File: config.mk
export PLATFORM = sky130hd
export DESIGN_NAME = btb_predictor
export DESIGN_NICKNAME = d
export VERILOG_FILES = /design/src/rtl/btb_pkg.sv /design/src/rtl/btb_ctr_next.sv /design/src/rtl/btb_table.sv /design/src/rtl/btb_probe.sv /design/src/rtl/btb_predictor.sv
export SDC_FILE = /design/constraint.sdc
export NUM_CORES = 2
export LEC_CHECK = 0
export ABC_AREA = 1
export BUFFER_PORTS_ARGS = -buffer_cell sky130_fd_sc_hd__buf_4
export CELL_PAD_IN_SITES_DETAIL_PLACEMENT = 0
export CELL_PAD_IN_SITES_GLOBAL_PLACEMENT = 1
export CORE_UTILIZATION = 45
export CTS_CLUSTER_DIAMETER = 200
export DETAILED_ROUTE_END_ITERATION = 10
export HOLD_SLACK_MARGIN = 0.1
export PLACE_DENSITY = 0.75
export SYNTH_ARGS = -nofsm -noshare
export SYNTH_HDL_FRONTEND = slang
export SYNTH_SLANG_ARGS = --single-unit
File: constraint.sdc
create_clock -name clk -period 10.26 [get_ports clk]
set_input_delay 0.513 -clock clk [delete_from_list [all_inputs] [get_ports clk]]
set_output_delay 0.513 -clock clk [all_outputs]
set_load 0.1 [all_outputs]
File: src/rtl/btb_pkg.sv
package btb_pkg;

  // 2-bit saturating confidence counter; the upper bit is the predicted direction
  typedef enum logic [1:0] {
    CTR_STRONG_NT = 2'b00,
    CTR_WEAK_NT   = 2'b01,
    CTR_WEAK_T    = 2'b10,
    CTR_STRONG_T  = 2'b11
  } ctr_t;

  function automatic logic ctr_predicts_taken(ctr_t c);
    return c[1];
  endfunction

endpackage

File: src/rtl/btb_ctr_next.sv
module btb_ctr_next
  import btb_pkg::*;
(
  input  ctr_t cur,
  input  logic taken,
  output ctr_t nxt
);

  always_comb begin
    nxt = cur;
    unique case (cur)
      CTR_STRONG_NT: nxt = taken ? CTR_WEAK_NT  : CTR_STRONG_NT;
      CTR_WEAK_NT:   nxt = taken ? CTR_WEAK_T   : CTR_STRONG_NT;
      CTR_WEAK_T:    nxt = taken ? CTR_STRONG_T : CTR_WEAK_NT;
      CTR_STRONG_T:  nxt = taken ? CTR_STRONG_T : CTR_WEAK_T;
      default:       nxt = cur;
    endcase
  end


  always_comb begin
    if (cur == CTR_STRONG_T && taken)
      ctr_sat_high_chk: assert (nxt == CTR_STRONG_T);
    if (cur == CTR_STRONG_NT && !taken)
      ctr_sat_low_chk: assert (nxt == CTR_STRONG_NT);
  end


  always_comb begin
    if (cur != CTR_STRONG_T && taken)
      ctr_step_up_chk: assert (nxt > cur);
    if (cur != CTR_STRONG_NT && !taken)
      ctr_step_down_chk: assert (nxt < cur);
  end

endmodule

File: src/rtl/btb_table.sv
module btb_table
  import btb_pkg::*;
#(
  parameter int IDX_W  = 4,
  parameter int TAG_W  = 26,
  parameter int ADDR_W = 32,
  localparam int DEPTH = 1 << IDX_W
) (
  input  logic              clk,
  input  logic              rst_n,
  // read port A (fetch side)
  input  logic [IDX_W-1:0]  a_idx,
  output logic              a_valid,
  output logic [TAG_W-1:0]  a_tag,
  output logic [ADDR_W-1:0] a_tgt,
  output ctr_t              a_ctr,
  // read port B (resolve side)
  input  logic [IDX_W-1:0]  b_idx,
  output logic              b_valid,
  output logic [TAG_W-1:0]  b_tag,
  output logic [ADDR_W-1:0] b_tgt,
  output ctr_t              b_ctr,
  // single write port
  input  logic              wr_en,
  input  logic [IDX_W-1:0]  wr_idx,
  input  logic [TAG_W-1:0]  wr_tag,
  input  logic [ADDR_W-1:0] wr_tgt,
  input  ctr_t              wr_ctr
);

  logic [DEPTH-1:0]  valid_q;
  logic [TAG_W-1:0]  tag_q [DEPTH];
  logic [ADDR_W-1:0] tgt_q [DEPTH];
  ctr_t              ctr_q [DEPTH];

  always_ff @(posedge clk) begin
    if (!rst_n) valid_q <= '0;
    else if (wr_en) valid_q[wr_idx] <= 1'b1;
  end

  generate
    for (genvar s = 0; s < DEPTH; s++) begin : g_slot
      always_ff @(posedge clk) begin
        if (wr_en && wr_idx == IDX_W'(s)) begin
          tag_q[s] <= wr_tag;
          tgt_q[s] <= wr_tgt;
          ctr_q[s] <= wr_ctr;
        end
      end
    end
  endgenerate

  // reads see the registered contents: a same-cycle write is not forwarded
  assign a_valid = valid_q[a_idx];
  assign a_tag   = tag_q[a_idx];
  assign a_tgt   = tgt_q[a_idx];
  assign a_ctr   = ctr_q[a_idx];

  assign b_valid = valid_q[b_idx];
  assign b_tag   = tag_q[b_idx];
  assign b_tgt   = tgt_q[b_idx];
  assign b_ctr   = ctr_q[b_idx];


  alloc_valid_chk: assert property (@(posedge clk) disable iff (!rst_n)
    wr_en |=> valid_q[$past(wr_idx)]);


  table_hold_chk: assert property (@(posedge clk) disable iff (!rst_n)
    !wr_en |=> $stable(valid_q));

endmodule

File: src/rtl/btb_probe.sv
module btb_probe
  import btb_pkg::*;
#(
  parameter int ADDR_W = 32,
  parameter int IDX_W  = 4,
  parameter int OFS_W  = 2,
  localparam int TAG_W = ADDR_W - IDX_W - OFS_W
) (
  input  logic              req_valid,
  input  logic [ADDR_W-1:0] pc,
  input  logic              ent_valid,
  input  logic [TAG_W-1:0]  ent_tag,
  input  logic [ADDR_W-1:0] ent_tgt,
  input  ctr_t              ent_ctr,
  output logic              hit,
  output logic              taken,
  output logic [ADDR_W-1:0] target,
  output logic [ADDR_W-1:0] next_pc
);

  localparam logic [ADDR_W-1:0] STEP = ADDR_W'(1) << OFS_W;

  logic [TAG_W-1:0] pc_tag;
  assign pc_tag = pc[ADDR_W-1 -: TAG_W];

  always_comb begin
    hit     = req_valid && ent_valid && (ent_tag == pc_tag);
    taken   = hit && ctr_predicts_taken(ent_ctr);
    target  = hit ? ent_tgt : '0;
    next_pc = taken ? ent_tgt : pc + STEP;
  end


  always_comb begin
    if (!hit) miss_not_taken_chk: assert (!taken);
  end

endmodule

File: src/rtl/btb_predictor.sv
module btb_predictor
  import btb_pkg::*;
#(
  parameter int ADDR_W = 32,
  parameter int IDX_W  = 4,
  parameter int OFS_W  = 2
) (
  input  logic              clk,
  input  logic              rst_n,
  input  logic              lk_valid,
  input  logic [ADDR_W-1:0] lk_pc,
  output logic              pred_hit,
  output logic              pred_taken,
  output logic [ADDR_W-1:0] pred_target,
  output logic [ADDR_W-1:0] pred_next,
  input  logic              rs_valid,
  input  logic [ADDR_W-1:0] rs_pc,
  input  logic              rs_taken,
  input  logic [ADDR_W-1:0] rs_target
);

  localparam int TAG_W = ADDR_W - IDX_W - OFS_W;

  logic [IDX_W-1:0]  lk_idx, rs_idx;
  logic              a_valid, b_valid;
  logic [TAG_W-1:0]  a_tag, b_tag;
  logic [ADDR_W-1:0] a_tgt, b_tgt;
  ctr_t              a_ctr, b_ctr;

  logic              rs_hit, rs_pred_taken;
  logic [ADDR_W-1:0] rs_old_tgt, rs_seq;
  ctr_t              ctr_stepped;

  logic              wr_en;
  ctr_t              wr_ctr;
  logic [ADDR_W-1:0] wr_tgt;

  assign lk_idx = lk_pc[OFS_W +: IDX_W];
  assign rs_idx = rs_pc[OFS_W +: IDX_W];

  btb_table #(.IDX_W(IDX_W), .TAG_W(TAG_W), .ADDR_W(ADDR_W)) u_table (
    .clk     (clk),
    .rst_n   (rst_n),
    .a_idx   (lk_idx),
    .a_valid (a_valid),
    .a_tag   (a_tag),
    .a_tgt   (a_tgt),
    .a_ctr   (a_ctr),
    .b_idx   (rs_idx),
    .b_valid (b_valid),
    .b_tag   (b_tag),
    .b_tgt   (b_tgt),
    .b_ctr   (b_ctr),
    .wr_en   (wr_en),
    .wr_idx  (rs_idx),
    .wr_tag  (rs_pc[ADDR_W-1 -: TAG_W]),
    .wr_tgt  (wr_tgt),
    .wr_ctr  (wr_ctr)
  );

  // fetch-side probe
  btb_probe #(.ADDR_W(ADDR_W), .IDX_W(IDX_W), .OFS_W(OFS_W)) u_fetch_probe (
    .req_valid (lk_valid),
    .pc        (lk_pc),
    .ent_valid (a_valid),
    .ent_tag   (a_tag),
    .ent_tgt   (a_tgt),
    .ent_ctr   (a_ctr),
    .hit       (pred_hit),
    .taken     (pred_taken),
    .target    (pred_target),
    .next_pc   (pred_next)
  );

  // resolve-side probe: only hit and old target are used
  btb_probe #(.ADDR_W(ADDR_W), .IDX_W(IDX_W), .OFS_W(OFS_W)) u_resolve_probe (
    .req_valid (rs_valid),
    .pc        (rs_pc),
    .ent_valid (b_valid),
    .ent_tag   (b_tag),
    .ent_tgt   (b_tgt),
    .ent_ctr   (b_ctr),
    .hit       (rs_hit),
    .taken     (rs_pred_taken),
    .target    (rs_old_tgt),
    .next_pc   (rs_seq)
  );

  btb_ctr_next u_ctr (
    .cur   (b_ctr),
    .taken (rs_taken),
    .nxt   (ctr_stepped)
  );

  // update policy: train on a hit, allocate only on a taken miss
  always_comb begin
    wr_en  = rs_valid && (rs_hit || rs_taken);
    wr_ctr = rs_hit ? ctr_stepped : CTR_WEAK_T;
    wr_tgt = rs_taken ? rs_target : rs_old_tgt;
  end


  idle_quiet_chk: assert property (@(posedge clk) disable iff (!rst_n)
    !lk_valid |-> !pred_hit && !pred_taken);


  tgt_refresh_chk: assert property (@(posedge clk) disable iff (!rst_n)
    (rs_valid && rs_taken && rs_hit) |=> (b_tgt == $past(rs_target)) || (rs_idx != $past(rs_idx)));


  hysteresis_chk: assert property (@(posedge clk) disable iff (!rst_n)
    (rs_valid && rs_hit && !rs_taken && b_ctr == CTR_STRONG_T) |=>
      (rs_idx != $past(rs_idx)) || ctr_predicts_taken(b_ctr));

  logic unused_ok;
  assign unused_ok = ^{rs_pred_taken, rs_seq};

endmodule

==> metrics.txt <==
#FFs+latches synth=976; share of the synthesized area in the top cell type=58.88%; Critical Path AT=5.92 ns; total I/O pin count=approximately 170; total track usage=roughly a third; routed vias/inst=6.082; Most Frequent Cell on Critical Path=buf_4; DRC violations left=0; Async S/R FF share, synth=0%; global-route wire length before repair=257.9 mm; Final Setup Violations=0; CTS sink count=between 900 and 1000; crit path launch type=input pin; Avg WL per Cell=26.52 um; area occupied by multi-input gates=17060 um^2; Clk Latency, worst-skew pair=0.72 ns; Mapped Area=48960 um^2; RePlAce Congestion=0.9299; number of max-cap violations=0; Worst R2R Setup Slack=around 5.6 ns; Setup CP Type=input pin to output port; final WL=179.8 mm; WHS=0.1327 ns; Post-synth EDFFs=960; crit path from=lk_pc[2]; drt pass-1 iters=6; register area=29150 um^2; htree depth=3; non-filler instance count after layout=just under 7000; Yosys cell types=46; Core Area=about 110000 um^2; VDD IR max=around 0.00015 V; CP Cell Sequence=buf_8 -> buf_4 -> buf_4 -> o21ai_0 -> o21ai_0 -> nand2_1 -> nand2_1 -> inv_1 -> nand3_1 -> o21ai_0 -> inv_1 -> nand3_1 -> nor2_1 -> nand2_1 -> nor2_4 -> buf_4 -> inv_2 -> nor3_1 -> buf_4; Syn Nets=5387; Critical Path RT=9.75 ns; WP depth=19; final slew viol count=0; Area growth syn-to-layout=11.50%; worst reg-to-reg path cell count=17; Fmax=155.3 MHz; Area contributors post-synth=edfxtp_1 (59%), nand2_1 (12%), o21ai_0 (4.3%); Slowest-stage cell, CP=buf_4; Period Utilization, post-route=a little over three fifths; hold_buf cts=1; chip height=331.8 um; PortBufs=164; CTS tree=yes; Filler cells=9852; Clock Skews=0.03253 ns; post-CTS setup buffers=0; Reg clk slew, reported paths=roughly 0.060 ns; Placed Instances=6580; DR iter-0 viols=around 5700; Slew headroom=8.251%; Synth Flop Type=edfxtp_1; crit path capture type=output port; Starting Density=about 46%; CTS buffer count=107; CP Max Fanout=82; min Tclk post-route=6.438 ns; vias in the first global route=38130; total number of vias=41250; crit-path max cell delay=a little over 0.9 ns; initial antenna violation count=3; hpwl dp=97.54 mm; status=finished, final reports clean; fin nets=5389; sequential share of the synthesized area=59.54%; FP Rows=120; RR Startpoint=u_table.tag_q[7][17]$_DFFE_PP_; Die Width=331.8 um; end point of the critical path=pred_target[5]; cells after synthesis=5285; largest net degree at the start of global routing=around 190; layout cells sized above 1=8.479%; ANT nets after route=0; CTS root buf=clkbuf_16; area leader, netlist=edfxtp_1; YS warnings=0; Crit path max-delay family=buffers and inverters; Leak=around 20 nW; Resized cells post-CTS=0; syn avg cell area=9.264 um^2; Fin Setup TNS=0 ns; Fin. Hold Viols=0; Buf/Inv on CP=8; CTS Buffer Depth=3; die area=110100 um^2; Slew @ Worst Pin=1.376 ns; hold crit path type=input pin to flop; end of the worst register-to-register path=u_table.tgt_q[1][22]$_DFFE_PP_; RSZ-0062 raised after global routing=false; P per Cell Area=168.0 nW/um^2; grt total ovfl=0
-- state kept, by name (all words and copies together), names as in the netlist --
| register | cells |
|---|---|
| u_table.tag_q | 416 |
| u_table.valid_q | 16 |
| u_table.ctr_q | 32 |
| u_table.tgt_q | 512 |
-- synth_stat cells (33+ instances only) --
| library cell | number |
|---|---|
| o211ai_1 | 54 |
| nand4_1 | 44 |
| edfxtp_1 | 960 |
| buf_2 | 148 |
| o21ai_1 | 36 |
| nand3_1 | 185 |
| o21ai_0 | 422 |
| buf_1 | 41 |
| a21oi_1 | 414 |
| o31ai_1 | 62 |
| o22ai_1 | 258 |
| a32o_1 | 33 |
| nor2_1 | 318 |
| nand2_1 | 1624 |
| clkbuf_1 | 174 |
| inv_1 | 298 |
-- metal layers --
metal  GRT usage [%]  wire length [um]
met2           50.50             82500
met5               0                 7
met4           11.19              6338
met1           43.74             72890
met3           5.920             18100
-- worst reg2reg max path: stages, from the launching register on --
cell and delay (ns):
edfxtp_1 0.39, nand2_1 0.07, o21ai_0 0.10, nand2_1 0.10, nand2_1 0.06, nand2_1 0.05, nand2_1 0.09, o21bai_1 0.47
nand2_1 0.10, nor2_1 0.18, nand3_1 0.10, nor2_1 0.13, nand2_2 0.06, buf_4 0.32, nand2_2 0.46, nand3_1 0.20
inv_4 0.46, buf_4 0.88
-- through the flow --
stage | worst slack, ns | total power [W] | area (um^2) | utilization (%)
global placement | 3.778 | 0.005513 | 51240 | 47.67
detailed placement | 3.794 | 0.005519 | 51240 | 47.67
finish | 3.822 | 0.009169 | 54590 | 50.78
CTS | 3.809 | 0.009184 | 54590 | 50.78
global route | 3.667 | 0.009411 | 54590 | 50.78
floorplan | 5.485 | 0.005137 | 48960 | -
-- cells in the final DEF, fill, tap and decap left out, types with 5 or more instances in the layout --
master	synthesis	layout
a21oi_1	414	414
a22oi_1	30	30
a31oi_1	20	20
a32o_1	33	33
a32oi_1	31	31
buf_4	6	258
bufinv_16	0	5
clkbuf_1	174	26
clkbuf_16	0	108
clkinv_1	2	32
clkinv_2	0	18
dfxtp_1	16	16
edfxtp_1	960	960
inv_1	298	276
inv_2	7	7
inv_4	0	22
nand2_1	1624	1621
nand3_1	185	184
nand3b_1	5	5
nand4_1	44	44
nor2_1	318	315
nor2_4	3	6
nor3_1	27	27
o211ai_1	54	54
o21ai_0	422	422
o21ai_1	36	36
o21bai_1	11	11
o22ai_1	258	258
o31ai_1	62	62
xor2_1	26	26
-- logic make-up (layout without fill, tap and decap cells) --
kind of cell	count (synthesis)	count (layout)	synth area share (%)
AND/OR/NAND/NOR	2224	2224	18.05
AO/OA/AOI/OAI	1376	1376	16.19
flip-flops	976	976	59.54
buffers and inverters	680	773	5.699
XOR/XNOR	28	28	0.5009
adder cells (fa/ha/maj)	1	1	0.02555
other	0	1	0
-- area by class of cell --
| type | instances | share of cell area [%] |
|---|---|---|
| Timing Repair Buffer | 266 | 3.789 |
| Sequential cell | 976 | 53.39 |
| Multi-Input combinational cell | 3629 | 31.25 |
| Clock buffer | 137 | 5.205 |
| Clock inverter | 63 | 0.9008 |
| Inverter | 307 | 2.239 |
| Tap cell | 1403 | 3.216 |
| Antenna cell | 1 | 0.004584 |
-- how the worst min path moves through the flow --
stage | end | cells after the start | startpoint
floorplan | u_table.valid_q[0]$_SDFFE_PN0P_ | 2 | u_table.valid_q[0]$_SDFFE_PN0P_
global placement | u_table.valid_q[4]$_SDFFE_PN0P_ | 2 | u_table.valid_q[4]$_SDFFE_PN0P_
detailed placement | u_table.valid_q[7]$_SDFFE_PN0P_ | 2 | u_table.valid_q[7]$_SDFFE_PN0P_
CTS | u_table.tag_q[8][22]$_DFFE_PP_ | 1 | rs_pc[28]
global route | u_table.tag_q[2][22]$_DFFE_PP_ | 1 | rs_pc[28]
finish | u_table.tag_q[0][22]$_DFFE_PP_ | 1 | rs_pc[28]
-- report_power, final --
group / leakage [nW] / internal (W) / switching, W / total (W)
clock: 1.63 / 0.00208 / 0.00163 / 0.00371
sequential: 8.22 / 0.00442 / 0.0000180 / 0.00444
combinational: 10.5 / 0.000256 / 0.000760 / 0.00102
Power figures use the tool's default switching activity.
